$ cat src/rtl/srcgw_pkg.sv
package srcgw_pkg;

    typedef enum logic [2:0] {
        SM_OFF    = 3'd0,
        SM_DETACH = 3'd1,
        SM_RSV2   = 3'd2,
        SM_RSV3   = 3'd3,
        SM_RISE   = 3'd4,
        SM_FALL   = 3'd5,
        SM_HIGH   = 3'd6,
        SM_LOW    = 3'd7
    } src_mode_e;

    typedef enum logic {
        ST_IDLE = 1'b0,
        ST_PEND = 1'b1
    } pend_state_e;

    localparam int unsigned OFF_DOMCFG = 32'h0000;
    localparam int unsigned OFF_SETIP  = 32'h1CDC;
    localparam int unsigned OFF_SETIE  = 32'h1EDC;
    localparam int unsigned OFF_CLRIE  = 32'h1FDC;
    localparam int unsigned DOM_IE_BIT = 8;

    function automatic logic mode_live(src_mode_e m);
        return (m == SM_DETACH) || (m == SM_RISE) || (m == SM_FALL) ||
               (m == SM_HIGH)   || (m == SM_LOW);
    endfunction

endpackage

$ cat src/rtl/srcgw_sync.sv
module srcgw_sync #(
    parameter int WIDTH  = 31,
    parameter int STAGES = 2
) (
    input  logic             clk,
    input  logic             rst_n,
    input  logic [WIDTH-1:0] d_in,
    output logic [WIDTH-1:0] q_out
);
    logic [WIDTH-1:0] chain [STAGES];

    always_ff @(posedge clk or negedge rst_n) begin
        if (!rst_n) begin
            for (int k = 0; k < STAGES; k++) chain[k] <= '0;
        end else begin
            chain[0] <= d_in;
            for (int k = 1; k < STAGES; k++) chain[k] <= chain[k-1];
        end
    end

    assign q_out = chain[STAGES-1];
endmodule

$ cat src/rtl/srcgw_cell.sv
module srcgw_cell
    import srcgw_pkg::*;
(
    input  logic       clk,
    input  logic       rst_n,
    input  logic       wire_s,
    input  logic       cfg_we,
    input  logic [2:0] cfg_wdata,
    input  logic       setie_hit,
    input  logic       clrie_hit,
    input  logic       setip_hit,
    input  logic       claim_hit,
    output logic [2:0] cfg_q,
    output logic       pend_o,
    output logic       en_o
);
    logic [2:0]  cfg_r;
    src_mode_e   mode;
    logic        live, is_edge, is_level, wire_d, lvl_act, edge_evt, set_evt;
    pend_state_e state_q, state_d;
    logic        en_q;

    assign mode = src_mode_e'(cfg_r);

    always_ff @(posedge clk or negedge rst_n) begin
        if (!rst_n) begin
            cfg_r  <= '0;
            wire_d <= 1'b0;
        end else begin
            wire_d <= wire_s;
            if (cfg_we) cfg_r <= cfg_wdata;
        end
    end

    always_comb begin
        live     = mode_live(mode);
        is_edge  = (mode == SM_RISE) || (mode == SM_FALL);
        is_level = (mode == SM_HIGH) || (mode == SM_LOW);
        lvl_act  = (mode == SM_HIGH) ? wire_s : !wire_s;
        edge_evt = ((mode == SM_RISE) && wire_s && !wire_d) ||
                   ((mode == SM_FALL) && !wire_s && wire_d);
        set_evt  = edge_evt || (setip_hit && (is_edge || (mode == SM_DETACH)));
    end

    // state register
    always_ff @(posedge clk or negedge rst_n) begin
        if (!rst_n) state_q <= ST_IDLE;
        else        state_q <= state_d;
    end

    // next state: raise / drop
    always_comb begin
        state_d = state_q;
        unique case (state_q)
            ST_IDLE: begin
                if (is_level) begin
                    if (lvl_act && !claim_hit) state_d = ST_PEND;
                end else if (live && set_evt) begin
                    state_d = ST_PEND;
                end
            end
            ST_PEND: begin
                if (!live) begin
                    state_d = ST_IDLE;
                end else if (is_level) begin
                    if (claim_hit || !lvl_act) state_d = ST_IDLE;
                end else if (claim_hit && !set_evt) begin
                    state_d = ST_IDLE;
                end
            end
            default: state_d = ST_IDLE;
        endcase
    end

    always_ff @(posedge clk or negedge rst_n) begin
        if (!rst_n)         en_q <= 1'b0;
        else if (!live)     en_q <= 1'b0;
        else if (setie_hit) en_q <= 1'b1;
        else if (clrie_hit) en_q <= 1'b0;
    end

    // outputs
    always_comb begin
        cfg_q  = cfg_r;
        pend_o = (state_q == ST_PEND);
        en_o   = en_q;
    end


    edge_raise_chk: assert property (@(posedge clk) disable iff (!rst_n)
        edge_evt |=> (state_q == ST_PEND));


    level_track_chk: assert property (@(posedge clk) disable iff (!rst_n)
        (is_level && lvl_act && !claim_hit) |=> (state_q == ST_PEND));


    off_quiet_chk: assert property (@(posedge clk) disable iff (!rst_n)
        (!live && $past(!live)) |-> (state_q == ST_IDLE && !en_q));


    enable_set_chk: assert property (@(posedge clk) disable iff (!rst_n)
        (setie_hit && live && !cfg_we) |=> en_q);


    set_beats_claim_chk: assert property (@(posedge clk) disable iff (!rst_n)
        (setip_hit && claim_hit && !is_level && live) |=> (state_q == ST_PEND));
endmodule

$ cat src/rtl/irq_gateway.sv
module irq_gateway
    import srcgw_pkg::*;
#(
    parameter int NUM_SRC     = 31,
    parameter int ADDR_W      = 16,
    parameter int DATA_W      = 32,
    parameter int ID_W        = 10,
    parameter int SYNC_STAGES = 2
) (
    input  logic               clk,
    input  logic               rst_n,
    input  logic [NUM_SRC:1]   irq_in,
    input  logic               reg_we,
    input  logic [ADDR_W-1:0]  reg_addr,
    input  logic [DATA_W-1:0]  reg_wdata,
    output logic [DATA_W-1:0]  reg_rdata,
    input  logic               claim_valid,
    input  logic [ID_W-1:0]    claim_id,
    output logic [NUM_SRC:1]   irq_out
);
    localparam logic [ADDR_W-1:0] A_DOM   = ADDR_W'(OFF_DOMCFG);
    localparam logic [ADDR_W-1:0] A_SETIP = ADDR_W'(OFF_SETIP);
    localparam logic [ADDR_W-1:0] A_SETIE = ADDR_W'(OFF_SETIE);
    localparam logic [ADDR_W-1:0] A_CLRIE = ADDR_W'(OFF_CLRIE);

    logic [NUM_SRC:1] wire_s, pend_vec, en_vec;
    logic [2:0]       cfg_arr [1:NUM_SRC];
    logic             dom_ie_q;
    logic             wr_setip, wr_setie, wr_clrie;

    srcgw_sync #(.WIDTH(NUM_SRC), .STAGES(SYNC_STAGES)) u_sync (
        .clk   (clk),
        .rst_n (rst_n),
        .d_in  (irq_in),
        .q_out (wire_s)
    );

    always_comb begin
        wr_setip = reg_we && (reg_addr == A_SETIP);
        wr_setie = reg_we && (reg_addr == A_SETIE);
        wr_clrie = reg_we && (reg_addr == A_CLRIE);
    end

    always_ff @(posedge clk or negedge rst_n) begin
        if (!rst_n)                           dom_ie_q <= 1'b0;
        else if (reg_we && reg_addr == A_DOM) dom_ie_q <= reg_wdata[DOM_IE_BIT];
    end

    for (genvar s = 1; s <= NUM_SRC; s++) begin : g_src
        logic num_hit;
        assign num_hit = (reg_wdata == DATA_W'(s));
        srcgw_cell u_cell (
            .clk       (clk),
            .rst_n     (rst_n),
            .wire_s    (wire_s[s]),
            .cfg_we    (reg_we && (reg_addr == ADDR_W'(4 * s))),
            .cfg_wdata (reg_wdata[2:0]),
            .setie_hit (wr_setie && num_hit),
            .clrie_hit (wr_clrie && num_hit),
            .setip_hit (wr_setip && num_hit),
            .claim_hit (claim_valid && (claim_id == ID_W'(s))),
            .cfg_q     (cfg_arr[s]),
            .pend_o    (pend_vec[s]),
            .en_o      (en_vec[s])
        );
    end

    assign irq_out = pend_vec & en_vec & {NUM_SRC{dom_ie_q}};

    always_comb begin
        reg_rdata = '0;
        if (reg_addr == A_DOM) reg_rdata[DOM_IE_BIT] = dom_ie_q;
        for (int s = 1; s <= NUM_SRC; s++) begin
            if (reg_addr == ADDR_W'(4 * s)) reg_rdata[2:0] = cfg_arr[s];
        end
    end


    dom_off_chk: assert property (@(posedge clk) disable iff (!rst_n)
        (reg_we && reg_addr == A_DOM && !reg_wdata[DOM_IE_BIT]) |=> (irq_out == '0));


    bad_number_chk: assert property (@(posedge clk) disable iff (!rst_n)
        ((wr_setie || wr_clrie) && (reg_wdata == '0 || reg_wdata > DATA_W'(NUM_SRC)))
        |=> $stable(en_vec));
endmodule

$ cat config.mk
export PLATFORM = sky130hd
export DESIGN_NAME = irq_gateway
export DESIGN_NICKNAME = d
export VERILOG_FILES = /design/src/rtl/srcgw_pkg.sv /design/src/rtl/srcgw_sync.sv /design/src/rtl/srcgw_cell.sv /design/src/rtl/irq_gateway.sv
export SDC_FILE = /design/constraint.sdc
export NUM_CORES = 1
export LEC_CHECK = 0
export BUFFER_PORTS_ARGS = -buffer_cell sky130_fd_sc_hd__buf_2
export CORE_AREA = 2 2 157 159
export DETAILED_ROUTE_END_ITERATION = 12
export DIE_AREA = 0 0 159 161
export GPL_TIMING_DRIVEN = 0
export PLACE_DENSITY = 0.76
export SYNTH_ARGS = -nofsm -noshare
export SYNTH_HDL_FRONTEND = slang
export SYNTH_SLANG_ARGS = --single-unit
$ cat constraint.sdc
create_clock -name clk -period 5.51 [get_ports clk]
set_clock_uncertainty 0.05 [all_clocks]
set_input_delay 1.3775 -clock clk [delete_from_list [all_inputs] [get_ports clk]]
set_output_delay 1.3775 -clock clk [all_outputs]
set_load 0.05 [all_outputs]
==> impl_summary.md <==
Global routing
The global-route track usage on met1 is 0.477. The wire length of the first global-routing pass is between 60000 and 70000 um. For this run, the total global-route usage over all layers was measured as 0.344. The pin count of the biggest net entering global routing is 115. The via count of the first global-routing pass is 11500. The initial antenna violation count was 2. The met2 capacity usage during global routing is 0.537. For this run the aggregate overflow at the end of global routing stands at 0. The busiest layer in global routing is met2.

The global routing met3 resource utilization is 0.0714.

Hold path
The kind of path behind the tightest hold check is reg -> reg.

Finish
Compared with the post-synthesis result, the final layout area differs by 17.5%. The final standard cell count with taps included and fillers excluded is 1867. Of the cells placed in the final design, the portion with a size suffix greater than 1 is 0.236. The core occupancy in the finished layout is 0.639. The final net count is ~1600.

Floorplanning
The die span in y is 161 um. The die covers between 20000 and 30000 um2. The core region is 24000 um2.

The floorplan has 57 rows. The die is 159 um wide. For this configuration, the core starts out at a cell density of 0.544. The count of pins on the block boundary is about 160.

Power
The power density over the cells is between 200 and 300 nW/um2. IR analysis of the VDD net gives a maximum drop of 0.000275 V. In this run the static leakage power is roughly 6.7 nW.

Clock tree
TritonCTS built the clock tree. After clock tree synthesis, the clock-pin slew on the worst setup and hold paths is 0.06 ns. The number of levels in the clock H-tree is 1.

The maximum root-to-sink buffer count is 3. The number of clock sinks is 249. The number of buffers added by the clock tree synthesis step is 27. The later-pin clock latency in the skew report is around 0.56 ns. The clock root buffer is clkbuf_16.

Route
The pre-antenna-repair detailed-routing pass consisted of 8 iterations. In this run, the number of DRC markers left after iteration 0 of detailed routing was 1497. After detailed routing, the number of vias per cell comes to about 6.3. The residual antenna-violating net count after detailed routing is 0.

The wire length after detailed routing is 44400 um. For this block, the via count after detailed routing is approximately 12000. The number of design rule violations left after detail routing is 0. In the final routed layout, each cell accounts on average for roughly 24 um.

Yosys
Counting flops with an async set or reset pin after synthesis yields a share of 1.00. The post-synthesis sequential area ratio is 0.478. The average size of a mapped cell is between 9 and 10 um2. The gate count after technology mapping is 1340. For this run, the number of Yosys warnings is 0. Among all flip-flop cells after synthesis, the most frequent one is dfrtp_1. The netlist uses 63 different library cells. After synthesis the netlist holds a flip-flop and latch count of 249. The cell area that synthesis handed to floorplanning was 13000 um2. In this run, synthesis inferred 0 flip-flops with an integrated enable.

Worst setup path
The kind of capture point of the worst setup path is an output pin. The data required time of the critical path is 4.08 ns. For the worst setup path, the data arrival time is slightly above 4 ns. In this run the worst path has a maximum fanout of 5. The type of element launching the critical path is an input port. The kind of critical path is in -> out.

Job
The number of maximum-capacitance violations is 0.

STA
The final period utilization is 0.999. The final count of pins violating max slew is 0. The total count of hold-check failures in the final report is 0.

The total of endpoints with negative setup slack in the final report is 0. The worst path needs 5.50 ns of the cycle, external delays included. The peak clock frequency supported by timing is about 0.18 GHz.

The pin slew with the least headroom to its limit is 0.958 ns. The worst pin sits at a relative slew slack of 0.361.

Placed design
The placed wire-length estimate after detailed placement is approximately 32000 um. Input and output buffers added on the ports amount to 119. The number of placed cells counting well taps is between 1500 and 2000. The congestion estimate from routability-driven global placement came to 0.991.

Outcome
The run finished with clean final reports.
-- repair_timing --
action                     in CTS  in global routing
hold buffers                    0                  0
pin swaps                      10                  7
resized for setup              21                 25
setup endpoints to repair       3                  3
setup buffers                   6                  1
-- where the power goes --
group | total [mW] | internal (mW) | switching (mW)
Combinational | 0.279 | 0.0835 | 0.196
Sequential | 1.89 | 1.86 | 0.0251
Clock | 1.89 | 1.14 | 0.752
Total | 4.06 | 3.08 | 0.973
-- cell usage after synthesis (all sizes together), types with 2 or more instances --
| cell | number | share of area |
|---|---|---|
| dfrtp | 249 | 0.48 |
| o21ai | 148 | 0.057 |
| nor2 | 115 | 0.033 |
| mux2 | 97 | 0.084 |
| a21oi | 93 | 0.036 |
| clkbuf | 70 | 0.020 |
| nand2 | 54 | 0.016 |
| and3 | 42 | 0.020 |
| buf | 38 | 0.021 |
| or3 | 38 | 0.018 |
| o22ai | 36 | 0.017 |
| a22oi | 35 | 0.020 |
| nand3 | 29 | 0.011 |
| nor3 | 27 | 0.010 |
| inv | 24 | 0.0069 |
| nand3b | 23 | 0.013 |
| nor2b | 22 | 0.011 |
| a31oi | 21 | 0.010 |
| or3b | 21 | 0.014 |
| xnor2 | 16 | 0.011 |
| xor2 | 15 | 0.010 |
| nor3b | 13 | 0.0075 |
| a221oi | 12 | 0.0085 |
| nand2b | 12 | 0.0058 |
| nor4 | 11 | 0.0064 |
| and3b | 8 | 0.0054 |
| mux2i | 8 | 0.0061 |
| a211o | 6 | 0.0040 |
| a211oi | 5 | 0.0029 |
| o32ai | 5 | 0.0039 |
| a22o | 4 | 0.0027 |
| nand4 | 4 | 0.0019 |
| or4 | 4 | 0.0032 |
| a2111oi | 3 | 0.0035 |
| a2bb2oi | 3 | 0.0020 |
| and4b | 3 | 0.0023 |
| o2111ai | 3 | 0.0020 |
| o2bb2ai | 3 | 0.0020 |
| or2 | 3 | 0.0014 |
| and2 | 2 | 0.00096 |
| o21a | 2 | 0.0012 |
| o31ai | 2 | 0.0012 |
-- cell type report --
cell class / count / area, um2
Antenna cell: 2 / 5.00
Buffer: 105 / 528
Clock buffer: 44 / 810
Clock inverter: 5 / 104
Fill cell: 2019 / 8640
Inverter: 24 / 90.1
Multi-Input combinational cell: 986 / 6410
Sequential cell: 249 / 6230
Tap cell: 324 / 405
Timing Repair Buffer: 128 / 741
-- metal layers --
layer | vias up | wire (um) | part of all wire
met5 | - | 28 | 0.00063
met4 | 4 | 1850 | 0.042
met3 | 122 | 4290 | 0.097
met2 | 640 | 19900 | 0.45
met1 | 5856 | 18400 | 0.41
li1 | 5229 | - | -
-- final timing paths --
| path | startpoint | endpoint | slack [ns] | cells past startpoint |
|---|---|---|---|---|
| min in group asynchronous | rst_n | u_sync.q_out[4]$_DFF_PN0_ | 0.70 | 1 |
| max reg2reg | g_src[21].u_cell.cfg_q[0]$_DFFE_PN0P_ | g_src[21].u_cell.pend_o$_DFF_PN0_ | 3.79 | 5 |
| min | u_sync.chain[37]$_DFF_PN0_ | u_sync.q_out[6]$_DFF_PN0_ | 0.29 | 0 |
| min reg2reg | u_sync.chain[37]$_DFF_PN0_ | u_sync.q_out[6]$_DFF_PN0_ | 0.29 | 0 |
| max | reg_addr[14] | reg_rdata[1] | 0.008 | 10 |
| max in group asynchronous | rst_n | g_src[26].u_cell.cfg_q[1]$_DFFE_PN0P_ | 3.74 | 2 |
-- critical path, stage by stage --
cell,delay (ns)
buf_2,0.11
or4_4,0.60
or4_4,0.56
a2bb2oi_2,0.15
o32ai_2,0.22
o21ai_1,0.14
a221oi_2,0.36
o21ai_2,0.11
a32oi_2,0.24
buf_6,0.19
-- stage by stage --
step	TNS, ns	instance area [um2]	setup slack, ns	power (mW)	hold WS, ns
final	0	15300	0.00770	4.06	0.294
after detailed placement	-1.37	14200	-0.489	2.19	0.285
after global routing	-0.00288	15300	-0.00288	4.17	0.299
after CTS	0	15200	0.00406	4.06	0.299
after floorplan	0	13100	0.0906	2.06	0.281
after global placement	-331.90	14100	-1.35	2.18	0.282
-- placed cells by master, fill, tap and decap left out, types with 23 or more instances in the layout --
cell type  instances
dfrtp_1          249
o21ai_0          142
buf_2            121
nor2_1           111
mux2_2            97
a21oi_1           93
clkbuf_1          70
nand2_1           54
and3_1            42
or3_1             37
o22ai_1           36
buf_4             35
a22oi_1           35
nand3_1           28
conb_1            28
clkbuf_16         27
inv_1             24
nand3b_1          23
nor3_1            23
-- sequential cells by signal (all words and copies together), names as in the netlist --
signal	flops
u_sync.chain	31
g_src.u_cell.cfg_q	93
g_src.u_cell.pend_o	31
g_src.u_cell.en_o	31
dom_ie_q	1
g_src.u_cell.wire_d	31
u_sync.q_out	31
-- cells by family after synthesis --
group,count (synthesis),share of synthesized area
and+or+nand+nor,434,0.183
AOI/OAI and AO/OA,387,0.178
other,1,0.000288
muxes,106,0.0916
xor gates and xnor gates,31,0.0208
DFF,249,0.478
buffers and inverters,132,0.0479
(Power assumes the default switching activity.)
